[src/rtl/uart_rx_pkg.sv]
package uart_rx_pkg;
   typedef enum logic [1:0] {
      FM_SEVEN     = 2'd0,
      FM_EIGHT     = 2'd1,
      FM_EIGHT_PAR = 2'd2,
      FM_NINE      = 2'd3
   } frame_mode_e;
endpackage

[src/rtl/uart_rx_shifter.sv]
module uart_rx_shifter
   import uart_rx_pkg::*;
#(
   parameter int DATA_W    = 8,
   parameter int SHORT_W   = 7,
   parameter bit HAS_NINTH = 1'b1
) (
   input  logic              clk,
   input  logic              rst_n,
   input  logic              bit_stb,
   input  logic              rx_bit,
   input  frame_mode_e       mode,
   output logic              done,
   output logic [DATA_W-1:0] frm_data,
   output logic              frm_ninth
);
   localparam int FW = DATA_W + 1;
   localparam int IW = $clog2(FW);

   if (SHORT_W < 1 || SHORT_W >= DATA_W) begin : g_bad_short
      $error("uart_rx_shifter: SHORT_W must lie in 1..DATA_W-1");
   end

   logic [FW-1:0] sh_q, sh_nxt;
   logic [IW-1:0] cnt_q, last_idx;

   // Index of the final bit of a frame for the selected mode
   if (HAS_NINTH) begin : g_ninth
      always_comb begin
         unique case (mode)
            FM_SEVEN: last_idx = IW'(SHORT_W - 1);
            FM_EIGHT: last_idx = IW'(DATA_W - 1);
            default:  last_idx = IW'(DATA_W);
         endcase
      end
   end else begin : g_no_ninth
      always_comb last_idx = (mode == FM_SEVEN) ? IW'(SHORT_W - 1) : IW'(DATA_W - 1);
   end

   always_comb begin
      sh_nxt = sh_q;
      if (bit_stb) sh_nxt[cnt_q] = rx_bit;
   end

   assign done      = bit_stb && (cnt_q >= last_idx);
   assign frm_data  = sh_nxt[DATA_W-1:0];
   assign frm_ninth = HAS_NINTH ? sh_nxt[DATA_W] : 1'b0;

   always_ff @(posedge clk or negedge rst_n) begin
      if (!rst_n) begin
         cnt_q <= '0;
         sh_q  <= '0;
      end else if (done) begin
         cnt_q <= '0;
         sh_q  <= '0;
      end else if (bit_stb) begin
         cnt_q <= cnt_q + 1'b1;
         sh_q  <= sh_nxt;
      end
   end

   AST_CNT_BOUND: assert property (@(posedge clk) disable iff (!rst_n)
      cnt_q <= IW'(DATA_W));
   AST_IDLE_HOLDS: assert property (@(posedge clk) disable iff (!rst_n)
      !bit_stb |=> $stable(cnt_q));
endmodule

[src/rtl/uart_rx_wake.sv]
module uart_rx_wake
   import uart_rx_pkg::*;
#(
   parameter bit HAS_NINTH = 1'b1
) (
   input  frame_mode_e mode,
   input  logic        wake_en,
   input  logic        frm_ninth,
   output logic        irq_ok
);
   if (HAS_NINTH) begin : g_filter
      assign irq_ok = !(wake_en && (mode == FM_NINE) && !frm_ninth);
   end else begin : g_pass
      assign irq_ok = 1'b1;
   end
endmodule

[src/rtl/uart_rx_hold.sv]
module uart_rx_hold #(
   parameter int DATA_W = 8
) (
   input  logic              clk,
   input  logic              rst_n,
   input  logic              done,
   input  logic [DATA_W-1:0] frm_data,
   input  logic              frm_ninth,
   input  logic              irq_ok,
   input  logic              rd_stb,
   input  logic              ovr_clr,
   output logic [DATA_W-1:0] hold_q,
   output logic              ninth_q,
   output logic              irq_q,
   output logic              ovr_q
);
   if (DATA_W < 2) begin : g_bad_width
      $error("uart_rx_hold: DATA_W must be at least 2");
   end

   logic full_q;
   logic accept, ovr_ev;

   // A read in the completing cycle frees the slot first
   assign accept = done && (!full_q || rd_stb);
   assign ovr_ev = done && full_q && !rd_stb;

   always_ff @(posedge clk or negedge rst_n) begin
      if (!rst_n) begin
         full_q  <= 1'b0;
         hold_q  <= '0;
         ninth_q <= 1'b0;
         irq_q   <= 1'b0;
         ovr_q   <= 1'b0;
      end else begin
         irq_q <= accept && irq_ok;
         if (accept) begin
            full_q  <= 1'b1;
            hold_q  <= frm_data;
            ninth_q <= frm_ninth;
         end else if (rd_stb) begin
            full_q  <= 1'b0;
         end
         if (ovr_ev)       ovr_q <= 1'b1;
         else if (ovr_clr) ovr_q <= 1'b0;
      end
   end

   AST_IRQ_PULSE: assert property (@(posedge clk) disable iff (!rst_n)
      irq_q |=> !irq_q);
   AST_IRQ_FULL: assert property (@(posedge clk) disable iff (!rst_n)
      irq_q |-> full_q);
   AST_OVR_KEEP: assert property (@(posedge clk) disable iff (!rst_n)
      ovr_ev |=> ($stable(hold_q) && $stable(ninth_q) && !irq_q && ovr_q));
   AST_OVR_STICKY: assert property (@(posedge clk) disable iff (!rst_n)
      (ovr_q && !ovr_clr) |=> ovr_q);
endmodule

[src/rtl/uart_rx_dbuf.sv]
module uart_rx_dbuf
   import uart_rx_pkg::*;
#(
   parameter int DATA_W    = 8,
   parameter int SHORT_W   = 7,
   parameter bit HAS_NINTH = 1'b1
) (
   input  logic              clk,
   input  logic              rst_n,
   input  logic              rx_bit,
   input  logic              bit_stb,
   input  logic [1:0]        frame_mode,
   input  logic              wake_en,
   input  logic              rd_stb,
   input  logic              ovr_clr,
   output logic [DATA_W-1:0] rx_data,
   output logic              rx_ninth,
   output logic              rx_irq,
   output logic              rx_ovr
);
   frame_mode_e       mode;
   logic              done, frm_ninth, irq_ok;
   logic [DATA_W-1:0] frm_data;

   assign mode = frame_mode_e'(frame_mode);

   uart_rx_shifter #(.DATA_W(DATA_W), .SHORT_W(SHORT_W), .HAS_NINTH(HAS_NINTH)) u_shift (
      .clk(clk), .rst_n(rst_n), .bit_stb(bit_stb), .rx_bit(rx_bit), .mode(mode),
      .done(done), .frm_data(frm_data), .frm_ninth(frm_ninth)
   );

   uart_rx_wake #(.HAS_NINTH(HAS_NINTH)) u_wake (
      .mode(mode), .wake_en(wake_en), .frm_ninth(frm_ninth), .irq_ok(irq_ok)
   );

   uart_rx_hold #(.DATA_W(DATA_W)) u_hold (
      .clk(clk), .rst_n(rst_n), .done(done), .frm_data(frm_data), .frm_ninth(frm_ninth),
      .irq_ok(irq_ok), .rd_stb(rd_stb), .ovr_clr(ovr_clr),
      .hold_q(rx_data), .ninth_q(rx_ninth), .irq_q(rx_irq), .ovr_q(rx_ovr)
   );

   AST_WAKE_MUTE: assert property (@(posedge clk) disable iff (!rst_n)
      (done && mode == FM_NINE && wake_en && !frm_ninth) |=> !rx_irq);
   AST_SEVEN_TOP: assert property (@(posedge clk) disable iff (!rst_n)
      (rx_irq && $past(mode) == FM_SEVEN) |-> !rx_data[DATA_W-1]);
endmodule

[config.mk]
export PLATFORM = sky130hd
export DESIGN_NAME = uart_rx_dbuf
export DESIGN_NICKNAME = d
export VERILOG_FILES = /design/src/rtl/uart_rx_pkg.sv /design/src/rtl/uart_rx_shifter.sv /design/src/rtl/uart_rx_wake.sv /design/src/rtl/uart_rx_hold.sv /design/src/rtl/uart_rx_dbuf.sv
export SDC_FILE = /design/constraint.sdc
export NUM_CORES = 1
export LEC_CHECK = 0
export BUFFER_PORTS_ARGS = -buffer_cell sky130_fd_sc_hd__buf_2
export CORE_ASPECT_RATIO = 1.4
export CORE_MARGIN = 2
export CORE_UTILIZATION = 55
export CTS_CLUSTER_SIZE = 12
export DETAILED_ROUTE_END_ITERATION = 8
export PLACE_DENSITY = 0.77
export SLEW_MARGIN = 20
export SYNTH_ARGS = -nofsm -noshare
export SYNTH_HDL_FRONTEND = slang
export SYNTH_SLANG_ARGS = --single-unit
[constraint.sdc]
create_clock -name clk -period 2.18 [get_ports clk]
set_input_delay 0.327 -clock clk [delete_from_list [all_inputs] [get_ports clk]]
set_output_delay 0.327 -clock clk [all_outputs]
set_load 0.1 [all_outputs]
# Word level (Yosys, flattened, before mapping)
# Cells that the tools add are included.
dict set report totals {
  regBits 25
}
dict set report classes {
  mux 13
  eq_ne 2
  order_cmp 3
  n_reduce_logical 17
  n_addsub 1
}
# operator n
set ops {}
lappend ops {{9-bit two-way mux} 3}
lappend ops {{9-bit bitwise mux} 1}
lappend ops {{1-bit logical AND} 8}
lappend ops {{4-bit two-way mux} 2}
lappend ops {{4-bit case mux with 2 select lines} 1}
lappend ops {{2-bit nonzero test} 3}
lappend ops {{4-bit by 5-bit less-than comparator with 1-bit output (second input constant)} 1}
lappend ops {{1-bit two-way mux} 5}
lappend ops {{4-bit by 1-bit adder with 4-bit output (second input constant)} 1}
lappend ops {{1-bit demux with 4-bit select} 1}
lappend ops {{4-bit by 1-bit greater-or-equal comparator with 1-bit output (second input constant)} 1}
lappend ops {{4-bit greater-or-equal comparator} 1}
lappend ops {{1-bit zero test} 4}
lappend ops {{2-bit by 1-bit equality test with 1-bit output (second input constant)} 1}
lappend ops {{2-bit equality test (second input constant)} 1}
lappend ops {{2-bit zero test} 1}
lappend ops {{1-bit logical OR} 1}

# Depth between registers and ports, before layout
dict set report depth {
  depth_word 10
  depth_mapped 7
}

# By module
# A second synthesis with hierarchy kept.
dict set report unflattened {
  cells_unflattened 125
  area_unflattened_um2 1412.6
}
# module cells_per_inst n_inst area_each_um2
set by_module_without_submodules {}
lappend by_module_without_submodules {uart_rx_shifter 96 1 952.2}
lappend by_module_without_submodules {uart_rx_hold 28 1 451.7}
lappend by_module_without_submodules {uart_rx_wake 1 1 8.8}

# Worst setup path after synthesis
# OpenSTA, ideal clock, no wires.
dict set report synth_timing {
  kind {register to register}
  start {register u_shift.cnt_q[0]}
  end {register u_hold.ninth_q}
  t_arrival_ns 1.881
  setup_slack_ns 0.173
  setup_ns 0.126
  path_buffers 1
  stages_incl_launch_ff 8
  synth_period_minus_slack_ns 2.007
  required_time_ns 2.054
  cell_sequence {dfrtp_1 -> inv_1 -> ha_1 -> nand2b_4 -> a2111oi_4 -> nor4_1 -> buf_6 -> mux2_4}
}
dict set report synth_via {
  elab_chain_len 6
}
# item line_no
set synth_lines {}
lappend synth_lines {{start: declaration} uart_rx_shifter.sv:25} ;# logic [IW-1:0] cnt_q, last_idx;
lappend synth_lines {{start signal: assignment} uart_rx_shifter.sv:57} ;# cnt_q <= cnt_q + 1'b1;
lappend synth_lines {{4-bit by 5-bit less-than comparator with 1-bit output (not written as such) or 4-bit by 1-bit greater-or-equal comparator with 1-bit output (tied branches)} uart_rx_shifter.sv:42} ;# if (bit_stb) sh_nxt[cnt_q] = rx_bit;
lappend synth_lines {{1-bit logical AND (not written as such)} uart_rx_shifter.sv:42}
lappend synth_lines {{1-bit two-way mux (not written as such)} uart_rx_shifter.sv:42}
lappend synth_lines {{1-bit demux with 4-bit select} --}
lappend synth_lines {{9-bit bitwise mux} uart_rx_shifter.sv:42}
lappend synth_lines {{9-bit two-way mux} uart_rx_shifter.sv:42}
lappend synth_lines {{end signal: assignment} uart_rx_hold.sv:40} ;# ninth_q <= frm_ninth;
lappend synth_lines {{end: declaration} uart_rx_hold.sv:13} ;# output logic ninth_q,
# Parallel ways exist; a longest one is shown, timed or not.
# A chain may end at the register's enable or synchronous reset.

# Worst setup path in the final report
dict set report layout_timing {
  start {register u_shift.cnt_q[0]}
  end {register u_shift.cnt_q[1]}
}
dict set report layout_via {
  elab_chain_len 3
}
# item line_no
set layout_lines {}
lappend layout_lines {{4-bit by 1-bit adder with 4-bit output or 4-bit greater-or-equal comparator (tied branches)} {uart_rx_shifter.sv:57, uart_rx_shifter.sv:45}}
lappend layout_lines {{4-bit two-way mux or 1-bit logical AND (tied branches)} {uart_rx_shifter.sv:56, uart_rx_shifter.sv:45}}
lappend layout_lines {{4-bit two-way mux or 2-bit nonzero test (tied branches)} --}
# Parallel ways exist; a longest one is shown, timed or not. The select of a mux whose other input is x is not followed.

==> metrics.yaml <==
status:
  status: "finished, final reports clean"
clocking:
  clk_pin_slew_ns: 0.13
  cts_setup_buffers: 0
  numCtsBuffers: 3
  htreeDepth: 1
  cts_tree: "yes"
  cts.sinks: 25
  clk_path_buf_depth: 2
  clk_latency_ns: 0.31
  root_buffer: "clkbuf_4"
synthesis:
  synthMuxAreaShare: 0.144
  ys_warn_count: 0
  yosysSeqAreaShare: 0.460
  yosys.area_share.simple: 0.127
  ys_ff_latch: 25
  yosysUniqueCellTypes: 27
  netlist_top_cells_count: "dfrtp_1 (25), mux2i_1 (17), inv_1 (15), nand2_1 (13)"
  synth.largest_area_cell: "dfrtp_1"
  synth_top_family_by_area: "multiplexers"
  yosysMostFrequentCell: "dfrtp_1"
  synth_compound_area_frac: 0.122
  yosys.area_share.adder: 0.0735
  synth_nets: 149
  ys_top_cells_by_area: "dfrtp_1 (46%), mux2i_1 (13%), ha_1 (7.4%)"
  synth-xor-area-share: 0
  synth_edf_count: 0
  async_flop_share: 1.00
  mappedNetlistArea_mm2: 0.00136
  synth_top_area_frac: 0.460
  synth-main-ff-cell: "dfrtp_1"
  syn_inst: 132
  synth_area_per_cell_um2: 10.3
global_route:
  grt_pass1_vias: 1004
  antenna_found_initial: 0
  grt_usage: 0.214
  grt-ovfl-total: 0
  grt_pass1_wl_mm: 4.61
  grt_max_degree: 26
setup_path:
  cp_max_fo: 11
  crit_path_start_kind: "flop"
  required_ns: 2.34
  cpPeakStageDelay_ns: 0.70
  cp_cell_sequence: "inv_1, ha_1, nand2b_4, a2111oi_4, nor2_1, o22ai_1"
  cp.arrival_ns: 2.21
  setup.worst_path.end_class: "flop"
  criticalPathCategory: "flop to flop"
  cp_slowest_cell: "nor2_1"
  reg2reg_slack_ns: 0.13
power:
  leakage_uw: 0.000760
  p_per_area_mw_per_mm2: 1360
  peakVddDrop_v: 0.000912
finish:
  n_antenna_cell: 0
  nets: 173
  final_layout_size_suffix_gt1_frac: 0.219
  syn2layout_area_growth_pct: 13.8
  design_area_mm2: 0.00155
timing:
  final_hold_viol_count: 0
  max_freq_ghz: 0.489
  period_needed_ns: 2.05
  drv_slew: 0
  finalClockSkew_ns: 0.00217
  worst_pin_slew_ns: 0.891
  rsz0062_at_grt: "false"
  relSlewSlack: 0.404
  finalSetupTns_ns: 0
  finalSetupViolCount: 0
  post-route-period-util: 0.939
die:
  dieWidth_um: 46.0
  die_h_um: 62.9
  core_area_mm2: 0.00236
  io_pins: 20
  dieArea_mm2: 0.00289
  core.rowCount: 21
  initial_core_util: 0.576
route:
  final_antenna_net_count: 0
  drc: 0
  first_pass_iters: 4
  viasPerCell: 5.59
  vias: 995
  drtIter0Drc: 28
  drt-total-wl_mm: 2.60
  wl_per_cell_um: 14.6
placed_design:
  place_area_mm2: 0.00150
  place_congestion: 0.821
  dp_hpwl_mm: 1.93
  port-buffer-count: 19
worst_hold_path:
  worst_hold_path_type: "input pin to flop"
job:
  drv_cap: 0
critical path, delay by kind of cell (launching register included):
kind                       cells  cell delay, ns
and+or+nand+nor                2            0.82
DFF                            1            0.44
adders and majority gates      1            0.28
AOI/OAI and AO/OA              2            0.27
buffers and inverters          1            0.08
through the flow:
stage | util | setup slack (ns) | power, uW | instances | hold slack [ns]
6_report | 0.655 | 0.133 | 2100 | 178 | 0.290
5_1_grt | 0.655 | 0.0385 | 2240 | 178 | 0.299
4_1_cts | 0.651 | 0.102 | 2100 | 178 | 0.278
3_5_place_dp | 0.636 | 0.0923 | 1890 | 173 | 0.351
3_3_place_gp | 0.636 | 0.159 | 1860 | 173 | 0.335
2_1_floorplan | - | 0.173 | 1620 | 132 | 0.0314
sequential cells by signal, indices dropped and copies added, names as in the netlist:
name / count
u_hold.irq_q: 1
u_shift.cnt_q: 4
u_hold.hold_q: 8
u_shift.sh_q: 9
u_hold.ovr_q: 1
u_hold.full_q: 1
u_hold.ninth_q: 1
cell usage in the layout, fill, tap and decap left out:
| cell type | instances |
|---|---|
| mux2_2 | 1 |
| o21ai_0 | 4 |
| dlygate4sd3_1 | 1 |
| o31ai_1 | 8 |
| ha_1 | 8 |
| a21o_1 | 1 |
| o22ai_1 | 3 |
| clkbuf_4 | 3 |
| buf_4 | 7 |
| a2111oi_4 | 1 |
| o21a_1 | 2 |
| mux2_4 | 1 |
| nand2b_4 | 1 |
| inv_1 | 15 |
| clkbuf_1 | 1 |
| and2_1 | 1 |
| nand4b_1 | 1 |
| nand3_1 | 6 |
| clkinv_1 | 1 |
| mux2i_1 | 17 |
| nor2b_1 | 3 |
| a32o_1 | 1 |
| o211ai_1 | 1 |
| nor2_1 | 4 |
| dfrtp_1 | 25 |
| nand2_1 | 13 |
| nor4_4 | 1 |
| nor3_1 | 5 |
| buf_2 | 19 |
what timing repair did:
| item | CTS | global route |
|---|---|---|
| hold buffers | 1 | 0 |
| endpoints found under the hold margin | 25 | 0 |
| endpoints found under the setup margin | 0 | 1 |
| gates resized for setup | 0 | 1 |
cells by family after synthesis:
logic type      after synthesis
buf+inv                      24
compound gates               21
fa+ha+maj                     8
flops                        25
mux                          19
simple gates                 35
final cells by class:
| type | instances | area (um2) |
|---|---|---|
| sequential | 25 | 626 |
| timing repair buffer | 27 | 158 |
| clock buffer | 4 | 26.3 |
| tap | 23 | 28.8 |
| multi-input combinational | 83 | 651 |
| fill | 199 | 816 |
| inverter | 16 | 60.1 |
power breakdown:
part | leakage (uW) | internal [uW] | switching [uW]
Sequential | 0.000337 | 594 | 83.8
Clock | 0.0000150 | 71.4 | 131
Combinational | 0.000408 | 372 | 846
layer usage:
| layer | global-route usage | up-vias | share of wire |
|---|---|---|---|
| met3 | 0.0260 | 2 | 0.022 |
| met2 | 0.344 | 20 | 0.53 |
| li1 | - | 495 | - |
| met1 | 0.286 | 478 | 0.44 |
| met4 | 0.0750 | 0 | 0.0081 |
| met5 | 0 | - | 0 |
path summary, 6_finish.rpt:
path / endpoint / depth (start not counted) / start
min reg2reg: u_shift.sh_q[3]$_DFFE_PN0P_ / 2 / u_shift.sh_q[3]$_DFFE_PN0P_
max: u_shift.cnt_q[1]$_DFFE_PN0P_ / 6 / u_shift.cnt_q[0]$_DFFE_PN0P_
max reg2reg: u_shift.cnt_q[1]$_DFFE_PN0P_ / 6 / u_shift.cnt_q[0]$_DFFE_PN0P_
max in group asynchronous: u_hold.hold_q[7]$_DFFE_PN0P_ / 2 / rst_n
min: u_hold.ovr_q$_DFFE_PN0P_ / 3 / ovr_clr
min in group asynchronous: u_shift.sh_q[0]$_DFFE_PN0P_ / 2 / rst_n
(Power assumes the default switching activity.)
